===== config.mk =====
export PLATFORM = sky130hd
export DESIGN_NAME = hfp_host_port
export DESIGN_NICKNAME = d
export VERILOG_FILES = /design/src/rtl/hfp_pkg.sv /design/src/rtl/hfp_fifo.sv /design/src/rtl/hfp_byte_order.sv /design/src/rtl/hfp_decode.sv /design/src/rtl/hfp_host_port.sv
export SDC_FILE = /design/constraint.sdc
export NUM_CORES = 1
export LEC_CHECK = 0
export BUFFER_PORTS_ARGS = -buffer_cell sky130_fd_sc_hd__buf_2
export CORE_MARGIN = 2
export CORE_UTILIZATION = 29
export DETAILED_ROUTE_END_ITERATION = 8
export GPL_TIMING_DRIVEN = 0
export PLACE_DENSITY_LB_ADDON = 0.15
export SETUP_SLACK_MARGIN = 0.3
export SLEW_MARGIN = 0
export SYNTH_ARGS = -nofsm -noshare
export SYNTH_HDL_FRONTEND = slang
export SYNTH_SLANG_ARGS = --single-unit

===== constraint.sdc =====
create_clock -name clk -period 5.4 [get_ports clk]
set_input_delay 0.27 -clock clk [delete_from_list [all_inputs] [get_ports clk]]
set_output_delay 0.27 -clock clk [all_outputs]
set_load 0.01 [all_outputs]

===== src/rtl/hfp_pkg.sv =====
package hfp_pkg;
  localparam int DW = 32;
  localparam int NB = DW / 8;

  // DWORD indices (byte offset >> 2) of the status locations
  localparam logic [5:0] IDX_RXS_POP  = 6'h10;
  localparam logic [5:0] IDX_RXS_PEEK = 6'h11;
  localparam logic [5:0] IDX_TXS_POP  = 6'h12;
  localparam logic [5:0] IDX_TXS_PEEK = 6'h13;
  // data windows selected by DWORD index bits [5:3]
  localparam logic [2:0] WIN_RXD = 3'd0;
  localparam logic [2:0] WIN_TXD = 3'd1;

  typedef enum logic [2:0] {
    SRC_NONE, SRC_RXD, SRC_RXS_POP, SRC_RXS_PEEK, SRC_TXS_POP, SRC_TXS_PEEK
  } rd_src_e;

  typedef struct packed {
    logic txd_push;
    logic rxd_pop;
    logic rxs_pop;
    logic rxs_peek;
    logic txs_pop;
    logic txs_peek;
  } strobes_t;
endpackage


===== src/rtl/hfp_fifo.sv =====
module hfp_fifo #(
  parameter int W     = 32,
  parameter int DEPTH = 8
) (
  input  logic         clk,
  input  logic         rst_n,
  input  logic         push,
  input  logic [W-1:0] push_data,
  input  logic         pop,
  output logic [W-1:0] head,
  output logic         empty,
  output logic         full
);
  localparam int PW = (DEPTH > 1) ? $clog2(DEPTH) : 1;
  localparam int CW = $clog2(DEPTH + 1);
  localparam logic [PW-1:0] LAST  = PW'(DEPTH - 1);
  localparam logic [CW-1:0] CFULL = CW'(DEPTH);

  logic [W-1:0]  mem [DEPTH];
  logic [PW-1:0] wr_ptr, rd_ptr;
  logic [CW-1:0] count;
  logic          do_push, do_pop;

  assign empty   = (count == '0);
  assign full    = (count == CFULL);
  assign do_push = push && !full;
  assign do_pop  = pop && !empty;
  assign head    = mem[rd_ptr];

  always_ff @(posedge clk) begin
    if (do_push) mem[wr_ptr] <= push_data;
  end

  always_ff @(posedge clk) begin
    if (!rst_n) begin
      wr_ptr <= '0;
      rd_ptr <= '0;
      count  <= '0;
    end else begin
      if (do_push) wr_ptr <= (wr_ptr == LAST) ? '0 : wr_ptr + 1'b1;
      if (do_pop)  rd_ptr <= (rd_ptr == LAST) ? '0 : rd_ptr + 1'b1;
      case ({do_push, do_pop})
        2'b10:   count <= count + 1'b1;
        2'b01:   count <= count - 1'b1;
        default: count <= count;
      endcase
    end
  end

  p_count_bound_r9: assert property (@(posedge clk) disable iff (!rst_n)
    count <= CFULL);
  p_peek_keeps_head_r4: assert property (@(posedge clk) disable iff (!rst_n)
    (!pop && !empty) |=> $stable(head));
endmodule


===== src/rtl/hfp_byte_order.sv =====
module hfp_byte_order (
  input  logic                 swap,
  input  logic [hfp_pkg::DW-1:0] din,
  output logic [hfp_pkg::DW-1:0] dout
);
  import hfp_pkg::*;
  for (genvar b = 0; b < NB; b++) begin : g_lane
    assign dout[8*b +: 8] = swap ? din[8*(NB-1-b) +: 8] : din[8*b +: 8];
  end
endmodule


===== src/rtl/hfp_decode.sv =====
module hfp_decode #(
  parameter int AW = 8
) (
  input  logic              clk,
  input  logic              rst_n,
  input  logic              host_rd,
  input  logic              host_wr,
  input  logic [AW-1:0]     host_addr,
  input  logic              direct_sel,
  output hfp_pkg::strobes_t st,
  output logic              rd_acc,
  output hfp_pkg::rd_src_e  src
);
  import hfp_pkg::*;
  localparam int IW = AW - 2;

  logic [IW-1:0] idx;
  logic [5:0]    low6;
  logic          hi_zero, a2, prev_a2, prev_rd, prev_wr, step, wr_acc;

  assign idx     = host_addr[AW-1:2];
  assign low6    = idx[5:0];
  assign hi_zero = ((idx >> 6) == '0);
  assign a2      = host_addr[2];
  assign step    = a2 ^ prev_a2;

  always_ff @(posedge clk) begin
    if (!rst_n) begin
      prev_a2 <= 1'b0;
      prev_rd <= 1'b0;
      prev_wr <= 1'b0;
    end else begin
      prev_a2 <= a2;
      prev_rd <= host_rd;
      prev_wr <= host_wr;
    end
  end

  assign rd_acc = host_rd && (!direct_sel || !prev_rd || step);
  assign wr_acc = host_wr && (!direct_sel || !prev_wr || step);

  always_comb begin
    st  = '0;
    src = SRC_NONE;
    if (direct_sel) begin
      st.txd_push = wr_acc;
      if (rd_acc) begin
        st.rxd_pop = 1'b1;
        src        = SRC_RXD;
      end
    end else begin
      st.txd_push = wr_acc && hi_zero && (low6[5:3] == WIN_TXD);
      if (rd_acc && hi_zero) begin
        if (low6[5:3] == WIN_RXD) begin
          st.rxd_pop = 1'b1;
          src        = SRC_RXD;
        end else begin
          case (low6)
            IDX_RXS_POP:  begin st.rxs_pop  = 1'b1; src = SRC_RXS_POP;  end
            IDX_RXS_PEEK: begin st.rxs_peek = 1'b1; src = SRC_RXS_PEEK; end
            IDX_TXS_POP:  begin st.txs_pop  = 1'b1; src = SRC_TXS_POP;  end
            IDX_TXS_PEEK: begin st.txs_peek = 1'b1; src = SRC_TXS_PEEK; end
            default:      src = SRC_NONE;
          endcase
        end
      end
    end
  end

  p_one_read_target_r3: assert property (@(posedge clk) disable iff (!rst_n)
    $onehot0({st.rxd_pop, st.rxs_pop, st.rxs_peek, st.txs_pop, st.txs_peek}));
  p_direct_no_status_r5: assert property (@(posedge clk) disable iff (!rst_n)
    direct_sel |-> !(st.rxs_pop || st.rxs_peek || st.txs_pop || st.txs_peek));
  p_burst_once_r6: assert property (@(posedge clk) disable iff (!rst_n)
    (direct_sel && host_rd && $past(host_rd) && (a2 == $past(a2))) |-> !st.rxd_pop);
endmodule


===== src/rtl/hfp_host_port.sv =====
module hfp_host_port #(
  parameter int AW        = 8,
  parameter int TXD_DEPTH = 8,
  parameter int RXD_DEPTH = 8,
  parameter int STS_DEPTH = 4
) (
  input  logic          clk,
  input  logic          rst_n,
  input  logic          host_rd,
  input  logic          host_wr,
  input  logic [AW-1:0] host_addr,
  input  logic [31:0]   host_wdata,
  output logic [31:0]   host_rdata,
  input  logic          direct_sel,
  input  logic          big_endian,
  input  logic          err_clr,
  output logic          underrun,
  output logic          overrun,
  output logic          txd_m_valid,
  input  logic          txd_m_ready,
  output logic [31:0]   txd_m_data,
  input  logic          rxd_s_valid,
  output logic          rxd_s_ready,
  input  logic [31:0]   rxd_s_data,
  input  logic          rxs_s_valid,
  output logic          rxs_s_ready,
  input  logic [31:0]   rxs_s_data,
  input  logic          txs_s_valid,
  output logic          txs_s_ready,
  input  logic [31:0]   txs_s_data
);
  import hfp_pkg::*;

  strobes_t st;
  rd_src_e  src;
  logic     rd_acc;
  logic [DW-1:0] wr_ordered, rxd_head, rxd_ordered, rxs_head, txs_head;
  logic rxd_empty, rxd_full, rxs_empty, rxs_full, txs_empty, txs_full;
  logic txd_empty, txd_full, empty_hit, full_hit;

  hfp_decode #(.AW(AW)) u_dec (
    .clk(clk), .rst_n(rst_n), .host_rd(host_rd), .host_wr(host_wr),
    .host_addr(host_addr), .direct_sel(direct_sel),
    .st(st), .rd_acc(rd_acc), .src(src)
  );

  hfp_byte_order u_wr_order (.swap(big_endian), .din(host_wdata), .dout(wr_ordered));
  hfp_byte_order u_rd_order (.swap(big_endian), .din(rxd_head),   .dout(rxd_ordered));

  hfp_fifo #(.W(DW), .DEPTH(TXD_DEPTH)) u_txd (
    .clk(clk), .rst_n(rst_n), .push(st.txd_push), .push_data(wr_ordered),
    .pop(txd_m_valid && txd_m_ready), .head(txd_m_data),
    .empty(txd_empty), .full(txd_full)
  );
  assign txd_m_valid = !txd_empty;

  hfp_fifo #(.W(DW), .DEPTH(RXD_DEPTH)) u_rxd (
    .clk(clk), .rst_n(rst_n), .push(rxd_s_valid && rxd_s_ready),
    .push_data(rxd_s_data), .pop(st.rxd_pop), .head(rxd_head),
    .empty(rxd_empty), .full(rxd_full)
  );
  assign rxd_s_ready = !rxd_full;

  hfp_fifo #(.W(DW), .DEPTH(STS_DEPTH)) u_rxs (
    .clk(clk), .rst_n(rst_n), .push(rxs_s_valid && rxs_s_ready),
    .push_data(rxs_s_data), .pop(st.rxs_pop), .head(rxs_head),
    .empty(rxs_empty), .full(rxs_full)
  );
  assign rxs_s_ready = !rxs_full;

  hfp_fifo #(.W(DW), .DEPTH(STS_DEPTH)) u_txs (
    .clk(clk), .rst_n(rst_n), .push(txs_s_valid && txs_s_ready),
    .push_data(txs_s_data), .pop(st.txs_pop), .head(txs_head),
    .empty(txs_empty), .full(txs_full)
  );
  assign txs_s_ready = !txs_full;

  // read data register: holds between read accesses
  always_ff @(posedge clk) begin
    if (!rst_n) begin
      host_rdata <= '0;
    end else if (rd_acc) begin
      case (src)
        SRC_RXD:      host_rdata <= rxd_empty ? '0 : rxd_ordered;
        SRC_RXS_POP,
        SRC_RXS_PEEK: host_rdata <= rxs_empty ? '0 : rxs_head;
        SRC_TXS_POP,
        SRC_TXS_PEEK: host_rdata <= txs_empty ? '0 : txs_head;
        default:      host_rdata <= '0;
      endcase
    end
  end

  assign empty_hit = (st.rxd_pop && rxd_empty)
                   || ((st.rxs_pop || st.rxs_peek) && rxs_empty)
                   || ((st.txs_pop || st.txs_peek) && txs_empty);
  assign full_hit  = st.txd_push && txd_full;

  always_ff @(posedge clk) begin
    if (!rst_n) begin
      underrun <= 1'b0;
      overrun  <= 1'b0;
    end else if (err_clr) begin
      underrun <= 1'b0;
      overrun  <= 1'b0;
    end else begin
      if (empty_hit) underrun <= 1'b1;
      if (full_hit)  overrun  <= 1'b1;
    end
  end

  p_underrun_sticky_r8: assert property (@(posedge clk) disable iff (!rst_n)
    (underrun && !err_clr) |=> underrun);
  p_overrun_sticky_r9: assert property (@(posedge clk) disable iff (!rst_n)
    (overrun && !err_clr) |=> overrun);
  p_txd_hold_r11: assert property (@(posedge clk) disable iff (!rst_n)
    (txd_m_valid && !txd_m_ready) |=> (txd_m_valid && $stable(txd_m_data)));
  p_rdata_hold_r10: assert property (@(posedge clk) disable iff (!rst_n)
    !host_rd |=> $stable(host_rdata));
endmodule


==> flow_summary.rst, run 1 <==
.. list-table::
   :header-rows: 1

   * - Metric
     - Value
   * - Path category of the worst min-delay check
     - input pin to flop
   * - Worst hold path stage count
     - 2
   * - Post-CTS setup repair buffer count
     - 0
   * - Layout cell share with drive strength beyond 1
     - 0.3487
   * - Max Freq
     - 299.9 MHz
   * - TritonCTS Buffers
     - 96
   * - Placed cell areas
     - 36880 µm²
   * - Clk slew on worst S/H paths
     - 0.06 ns
   * - Number of cell instances on the worst register-to-register path
     - 10
   * - Setup Viol. Count Final
     - 0
   * - Worst-Margin Slew
     - 1.066 ns
   * - Gate count after technology mapping
     - 1572
   * - Sequential fraction of the synthesis area
     - 0.7474
   * - Overflow after GRT
     - 0
   * - Detailed Place HPWL
     - 59780 µm
   * - Sinks on the clock net
     - 849
   * - X dimension of the die
     - 341.5 µm
   * - Netlist area before placement
     - 33030 µm²
   * - Worst clock skew
     - 0.03878 ns
   * - Unrepaired setup endpoints after global routing
     - false
   * - Worst voltage drop across the vdd grid
     - 0.0002506 V
   * - Min Tclk post-route
     - 3.335 ns
   * - CTS-repair resized insts
     - 0
   * - CTS tree
     - yes
   * - Count of cell types in the netlist
     - 43
   * - ANT nets after route
     - 0
   * - Number of global-route vias before repair
     - 18190
   * - Crit path max fanout
     - 10
   * - #FFs+latches synth
     - 849
   * - Post-Route Setup TNS
     - 0 ns
   * - Critical Setup Path Class
     - flop to output port
   * - Worst rel slew slack
     - 0.2831
   * - Number of I/O port buffers
     - 213
   * - Total Routing Usage GR
     - 0.1457
   * - Average routed wire per standard cell
     - 23.18 µm
   * - Max-capacitance violation count
     - 0
   * - I/O Pins
     - 217
   * - Critical path startpoint category
     - flop
   * - Pin count of the biggest net entering global routing
     - 30
   * - Type of element capturing the critical path
     - output port
   * - Starting density of the core
     - 0.2932
   * - Sum of routed wire length over all layers
     - 84670 µm
   * - Result of the run
     - complete, no violations
   * - Area of the core
     - 112700 µm²
   * - Required time at the endpoint of the critical path
     - 5.13 ns
   * - Ratio of total power to cell area
     - 390.3 nW/µm²
   * - Number of buffers inserted by hold repair at cts
     - 113
   * - Sequential cell area
     - 24680 µm²
   * - Minimum setup slack in the final design
     - 2.065 ns
   * - Worst-case clock buffer depth
     - 3
   * - Setup WS pre-CTS
     - 2.284 ns
   * - Vias after detailed routing
     - 16760
   * - Worst hold margin
     - 0.04779 ns
   * - DRC errors left
     - 0
   * - GPL Wtd Cong
     - 0.7361
   * - Max-slew violation count
     - 0
   * - Later-pin clock latency in the skew report
     - 0.67 ns
   * - Die extent in y
     - 341.5 µm
   * - Synthesized netlist net count
     - 1749
   * - Detailed Routing Iterations Pass 1
     - 5
   * - Die ar.
     - 116600 µm²
   * - Number of flops mapped to enable cells by yosys
     - 768
   * - Leakage Power
     - 13.58 nW
   * - Fin. Hold Viols
     - 0
   * - Post-Layout Inst Area
     - 41280 µm²
   * - Critical Path AT
     - 3.06 ns
   * - H-tree levels
     - 3
   * - Total number of yosys warnings
     - 0
   * - Non-filler cells in the finished layout
     - 3653
   * - Count of filler cells inserted in the layout
     - 10570
   * - End of the worst register-to-register path
     - u_rxs.count[2]$_SDFFE_PN0P_
   * - CTS root buffer
     - sky130_fd_sc_hd__clkbuf_16
   * - Tcrit/Tclk final
     - 0.6175
   * - Fraction of registers with async set or reset after synthesis
     - 0
   * - Cell Rows
     - 123
   * - Synthesized area per cell
     - 21.01 µm²
   * - Fin nets
     - 2241
   * - Area taken by multi-input logic gates
     - 7973 µm²
   * - Setup slack on the worst flop-to-flop path
     - 2.47 ns
   * - Via density per instance
     - 4.587
   * - Global-route wire length before repair
     - 123300 µm
   * - Crit path capture
     - txd_m_data[27]
   * - Most used flip-flop cell after synthesis
     - sky130_fd_sc_hd__edfxtp_1
   * - Violation count after the first detailed-route iteration
     - 1097
   * - Initial antenna violation count
     - 13
   * - Launch instance of the worst register-to-register path
     - u_rxs.count[0]$_SDFFE_PN0P_
   * - # placed instances
     - 3353
   * - Area growth from synthesis to final layout
     - 24.99%
per-layer routing:
layer / up-vias / wire length (µm) / global-route usage
met5: - / 50 / 0
met4: 10 / 1758 / 0.03708
met3: 112 / 4113 / 0.02967
met2: 357 / 42200 / 0.2499
met1: 8756 / 36540 / 0.1883
li1: 7520 / - / -
worst min path at each step:
stage                                startpoint                           end  slack (ns)
finish                           host_wdata[24]    u_txd.mem[5][24]$_DFFE_PP_        0.05
global route                      host_wdata[1]    u_txd.mem[7][25]$_DFFE_PP_        0.03
CTS                                 txs_s_valid  u_txs.wr_ptr[0]$_SDFFE_PN0P_       0.001
detailed placement  host_rdata[31]$_SDFFE_PN0N_   host_rdata[31]$_SDFFE_PN0N_        0.47
global placement    host_rdata[29]$_SDFFE_PN0N_   host_rdata[29]$_SDFFE_PN0N_        0.47
floorplan                               err_clr          overrun$_SDFFE_PP0P_        0.35
critical path, stage by stage (launching register included):
cell and delay (ns):
sky130_fd_sc_hd__dfxtp_1 0.31, sky130_fd_sc_hd__clkbuf_1 0.55, sky130_fd_sc_hd__buf_2 0.52, sky130_fd_sc_hd__mux4_2 0.56
sky130_fd_sc_hd__mux2_2 0.33, sky130_fd_sc_hd__buf_2 0.16
logic make-up (layout without fill, tap and decap cells):
| logic type | Yosys count | count (layout) | share of synthesized area |
|---|---|---|---|
| AND/OR/NAND/NOR | 152 | 152 | 0.02413 |
| adder cells (fa/ha/maj) | 30 | 30 | 0.01227 |
| multiplexers | 329 | 329 | 0.1750 |
| XOR/XNOR | 11 | 11 | 0.002917 |
| flip-flops | 849 | 849 | 0.7474 |
| buffers and inverters | 101 | 677 | 0.01440 |
| AO/OA/AOI/OAI | 100 | 100 | 0.02394 |
| other | 0 | 5 | 0 |
metrics by stage:
step / total power, mW / util
floorplan: 8.838 / -
global placement: 9.553 / 0.3193
detailed placement: 9.621 / 0.3274
CTS: 16.39 / 0.3663
global route: 16.77 / 0.3664
finish: 16.11 / 0.3665
report_power, final:
part,internal [mW],switching (mW),leakage (nW)
Clock,3.93,2.69,1.59
Sequential,7.42,0.0884,7.65
Combinational,0.917,1.07,4.34
cell type report:
class	count	area share
Tap cell	1500	0.04546
Buffer	81	0.009699
Timing Repair Buffer	394	0.07277
Antenna cell	5	0.0003031
Clock buffer	110	0.06050
Multi-Input combinational cell	622	0.1931
Inverter	20	0.001819
Clock inverter	72	0.01840
Sequential cell	849	0.5979
cells in the mapped netlist (3+ instances only):
| library cell | number | area, µm² |
|---|---|---|
| sky130_fd_sc_hd__edfxtp_1 | 768 | 23060 |
| sky130_fd_sc_hd__mux4_2 | 192 | 4324 |
| sky130_fd_sc_hd__dfxtp_1 | 81 | 1622 |
| sky130_fd_sc_hd__mux2i_1 | 70 | 700.7 |
| sky130_fd_sc_hd__mux2_2 | 67 | 754.5 |
| sky130_fd_sc_hd__clkbuf_1 | 45 | 168.9 |
| sky130_fd_sc_hd__nor2_1 | 41 | 153.9 |
| sky130_fd_sc_hd__a221o_1 | 32 | 320.3 |
| sky130_fd_sc_hd__a22oi_1 | 32 | 240.2 |
| sky130_fd_sc_hd__nand2_1 | 30 | 112.6 |
| sky130_fd_sc_hd__ha_1 | 26 | 325.3 |
| sky130_fd_sc_hd__inv_1 | 19 | 71.32 |
| sky130_fd_sc_hd__and2_1 | 16 | 100.1 |
| sky130_fd_sc_hd__buf_2 | 14 | 70.07 |
| sky130_fd_sc_hd__nor3_1 | 13 | 65.06 |
| sky130_fd_sc_hd__a21boi_0 | 12 | 90.09 |
| sky130_fd_sc_hd__buf_1 | 11 | 41.29 |
| sky130_fd_sc_hd__o21ai_0 | 11 | 55.05 |
| sky130_fd_sc_hd__buf_6 | 10 | 112.6 |
| sky130_fd_sc_hd__nor2b_1 | 10 | 62.56 |
| sky130_fd_sc_hd__and3_1 | 9 | 56.30 |
| sky130_fd_sc_hd__or3_1 | 9 | 56.30 |
| sky130_fd_sc_hd__xnor2_1 | 7 | 61.31 |
| sky130_fd_sc_hd__a21oi_1 | 5 | 25.02 |
| sky130_fd_sc_hd__nand3_1 | 5 | 25.02 |
| sky130_fd_sc_hd__nor3b_1 | 5 | 37.54 |
| sky130_fd_sc_hd__fa_1 | 4 | 80.08 |
| sky130_fd_sc_hd__xor2_1 | 4 | 35.03 |
| sky130_fd_sc_hd__a21o_1 | 3 | 22.52 |
| sky130_fd_sc_hd__nand2b_1 | 3 | 18.77 |
sequential cells by signal, summed over array words and instances (netlist names), 3 cells and up, named ones only:
signal / cells
u_rxd.mem: 256
u_txd.mem: 256
u_rxs.mem: 128
u_txs.mem: 128
host_rdata: 32
u_rxd.count: 4
u_txd.count: 4
u_rxd.rd_ptr: 3
u_rxd.wr_ptr: 3
u_rxs.count: 3
u_txd.rd_ptr: 3
u_txd.wr_ptr: 3
u_txs.count: 3
placed cells by master, fill, tap and decap left out, drive strengths merged, types with 30 or more instances in the layout:
cell and count:
clkinv 47, mux2i 70, nor2 41, mux4 192
buf 317, edfxtp 768, mux2 67, nand2 30
clkbuf 155, a221o 32, dfxtp 81, a22oi 32
dlygate4sd3 113
Power figures use the tool's default switching activity.
==> run 2: changes to the inputs <==
==> constraint.sdc (replaced) <==
create_clock -name clk -period 2.9 [get_ports clk]
set_input_delay 0.145 -clock clk [delete_from_list [all_inputs] [get_ports clk]]
set_output_delay 0.145 -clock clk [all_outputs]
set_load 0.01 [all_outputs]
==> flow_summary.rst, run 2 (synthesized netlist as in run 1, its figures left out) <==
.. list-table::
   :header-rows: 1

   * - Metric
     - Value
   * - Worst rel slew slack
     - 0.3657 (+0.08258)
   * - Leakage Power
     - 13.79 nW (+1.6%)
   * - Violation count after the first detailed-route iteration
     - 1087 (-0.91%)
   * - Top Family by Delay on Critical Path
     - simple AND/OR/NAND/NOR gates
   * - Worst-Margin Slew
     - 0.9515 ns (-0.1150 ns)
   * - Sum of routed wire length over all layers
     - 86700 µm (+2.4%)
   * - GPL Wtd Cong
     - 0.7235 (-1.7%)
   * - Later-pin clock latency in the skew report
     - 0.68 ns (about the same)
   * - Worst hold margin
     - 0.04845 ns (+0.0006640 ns)
   * - Min Tclk post-route
     - 2.560 ns
   * - Critical Path AT
     - 3.14 ns (+0.08 ns)
   * - Via density per instance
     - 4.616 (+0.63%)
   * - DRC errors left
     - 0 (unchanged)
   * - Ratio of total power to cell area
     - 713.0 nW/µm² (+83%)
   * - Cell breakdown of the critical path
     - or4_4, nand2_8, inv_1, ha_2, ha_1, a21o_1, a21oi_2, xnor2_1, or3_1, a21boi_1
   * - Max-capacitance violation count
     - 0 (unchanged)
   * - Layout cell share with drive strength beyond 1
     - 0.3494 (+0.0007288)
   * - Area of the core
     - 112700 µm² (unchanged)
   * - Largest registers ranked by flip-flop count
     - u_rxd.mem x256, u_txd.mem x256
   * - Max-slew violation count
     - 0 (unchanged)
   * - Met2 global-route usage
     - 0.2543 (+0.004437)
   * - Vias after detailed routing
     - 16990 (+1.4%)
   * - Most common cell after layout, fill and taps aside
     - sky130_fd_sc_hd__edfxtp_1
   * - Global-route wire length before repair
     - 125700 µm (+2.0%)
   * - Crit path max fanout
     - 4 (-6)
   * - Worst voltage drop across the vdd grid
     - 0.0004417 V (+76%)
   * - Commonest cells after routing, fill and taps aside
     - sky130_fd_sc_hd__edfxtp_1, sky130_fd_sc_hd__buf_2, sky130_fd_sc_hd__mux4_2
   * - Result of the run
     - complete, no violations
   * - H-tree levels
     - 3 (unchanged)
   * - Number of global-route vias before repair
     - 18250 (+0.34%)
   * - Busiest layer in global routing
     - met2
   * - Final core utilization
     - 0.3727 (+0.006209)
   * - Initial antenna violation count
     - 12 (-1)
   * - Worst-case clock buffer depth
     - 3 (unchanged)
   * - Required time at the endpoint of the critical path
     - 3.47 ns (-1.66 ns)
   * - M3 GR Usage
     - 0.03444 (+0.004778)
   * - Clk slew on worst S/H paths
     - 0.06 ns (about the same)
   * - Overflow after GRT
     - 0 (unchanged)
   * - # placed instances
     - 3334 (-0.57%)
   * - X dimension of the die
     - 341.5 µm (unchanged)
   * - Max Freq
     - 390.6 MHz
   * - I/O Pins
     - 217 (unchanged)
   * - Tcrit/Tclk final
     - 0.8828
   * - Count of filler cells inserted in the layout
     - 10400 (-1.6%)
   * - Post-Route Setup TNS
     - 0 ns (unchanged)
   * - Global routing met1 resource utilization
     - 0.1895 (+0.001218)
   * - Buffer and inverter count on the worst path
     - 1 (-2)
   * - TritonCTS Buffers
     - 96 (unchanged)
   * - Critical path startpoint category
     - flop
   * - CTS tree
     - yes
   * - Fin nets
     - 2270 (+1.3%)
   * - Starting density of the core
     - 0.2932 (unchanged)
   * - Area growth from synthesis to final layout
     - 27.11%
   * - Average routed wire per standard cell
     - 23.55 µm (+1.6%)
   * - Number of I/O port buffers
     - 213 (unchanged)
   * - Maximum single-stage delay on the critical path
     - 0.60 ns (+0.04 ns)
   * - Worst clock skew
     - 0.03382 ns (-0.004954 ns)
   * - Path category of the worst min-delay check
     - input pin to flop
   * - ANT nets after route
     - 0 (unchanged)
   * - Detailed Routing Iterations Pass 1
     - 5 (unchanged)
   * - Critical Setup Path Class
     - flop to flop
   * - Type of element capturing the critical path
     - flop
   * - Unrepaired setup endpoints after global routing
     - true
   * - Detailed Place HPWL
     - 60080 µm (+0.49%)
   * - Sinks on the clock net
     - 849 (unchanged)
   * - Die extent in y
     - 341.5 µm (unchanged)
   * - Setup Viol. Count Final
     - 0 (unchanged)
   * - Crit path max-delay cell type
     - sky130_fd_sc_hd__or4_4
   * - Fin. Hold Viols
     - 0 (unchanged)
   * - Total Routing Usage GR
     - 0.1491 (+0.003395)
   * - Pin count of the biggest net entering global routing
     - 30 (unchanged)
   * - Cell Rows
     - 123 (unchanged)
   * - Non-filler cells in the finished layout
     - 3681 (+0.77%)
   * - Overall Power
     - 29.93 mW (+86%)
   * - CTS root buffer
     - sky130_fd_sc_hd__clkbuf_16
   * - Die ar.
     - 116600 µm² (unchanged)
run 2: cell count changes in the layout (fill, tap and decap cells not counted), moves of 6 or more:
| cell | change |
|---|---|
| sky130_fd_sc_hd__clkinv_2 | -9 |
| sky130_fd_sc_hd__buf_16 | +12 |
| sky130_fd_sc_hd__bufinv_16 | -6 |
| sky130_fd_sc_hd__dlygate4sd3_1 | +37 |
| sky130_fd_sc_hd__clkbuf_8 | +7 |
| sky130_fd_sc_hd__buf_2 | -6 |
| sky130_fd_sc_hd__clkbuf_4 | +6 |
| sky130_fd_sc_hd__clkbuf_2 | +8 |
| sky130_fd_sc_hd__buf_6 | -15 |
| sky130_fd_sc_hd__buf_4 | -8 |
run 2: layout make-up:
type / instances / area (µm²) / share of cell area
Clock buffer: 126 / 2587 / 0.06163
Clock inverter: 54 / 513.0 / 0.01222
Sequential cell: 849 / 24690 / 0.5881
Timing Repair Buffer: 423 / 3523 / 0.08393
Tap cell: 1500 / 1877 / 0.04471
Antenna cell: 6 / 15.01 / 0.0003576
Multi-Input combinational cell: 622 / 8093 / 0.1928
Inverter: 20 / 80.08 / 0.001907
Buffer: 81 / 603.1 / 0.01437
run 2: worst paths after layout:
path	from	to	slack (ns)	cells past startpoint
hold / removal	host_wdata[6]	u_txd.mem[6][6]$_DFFE_PP_	0.05	2
setup / recovery	u_txd.count[2]$_SDFFE_PN0P_	u_txd.count[3]$_SDFFE_PN0P_	0.34	10
hold reg to reg	host_rdata[5]$_SDFFE_PN0N_	host_rdata[5]$_SDFFE_PN0N_	0.49	1
setup reg to reg	u_txd.count[2]$_SDFFE_PN0P_	u_txd.count[3]$_SDFFE_PN0P_	0.34	10
run 2: timing repair:
action,CTS,global route
hold buffers,150,0
hold endpoints to repair,767,0
gates resized for setup,70,19
setup endpoints to repair,89,43
buffers inserted,6,4
cloned,0,1
pin swaps,6,1
run 2: routing by layer:
metal  part of all wire  up-vias
met5             0.0011        -
met4              0.023       14
met3              0.051      130
met2               0.50      380
met1               0.42     8881
li1                   -     7585
run 2: report_power, final:
part / switching (mW) / total, mW / leakage [nW] / internal, mW
Combinational: 2.09 / 4.13 / 4.63 / 2.03
Sequential: 0.188 / 14.0 / 7.65 / 13.8
Clock: 4.93 / 11.8 / 1.51 / 6.86
run 2: metrics by stage:
step	worst slack (ns)	area, µm²
2_1_floorplan	-0.6783	33110
3_3_place_gp	-3.505	36050
3_5_place_dp	-0.1742	37010
4_1_cts	0.3030	41870
5_1_grt	0.2659	41980
6_report	0.3398	41980
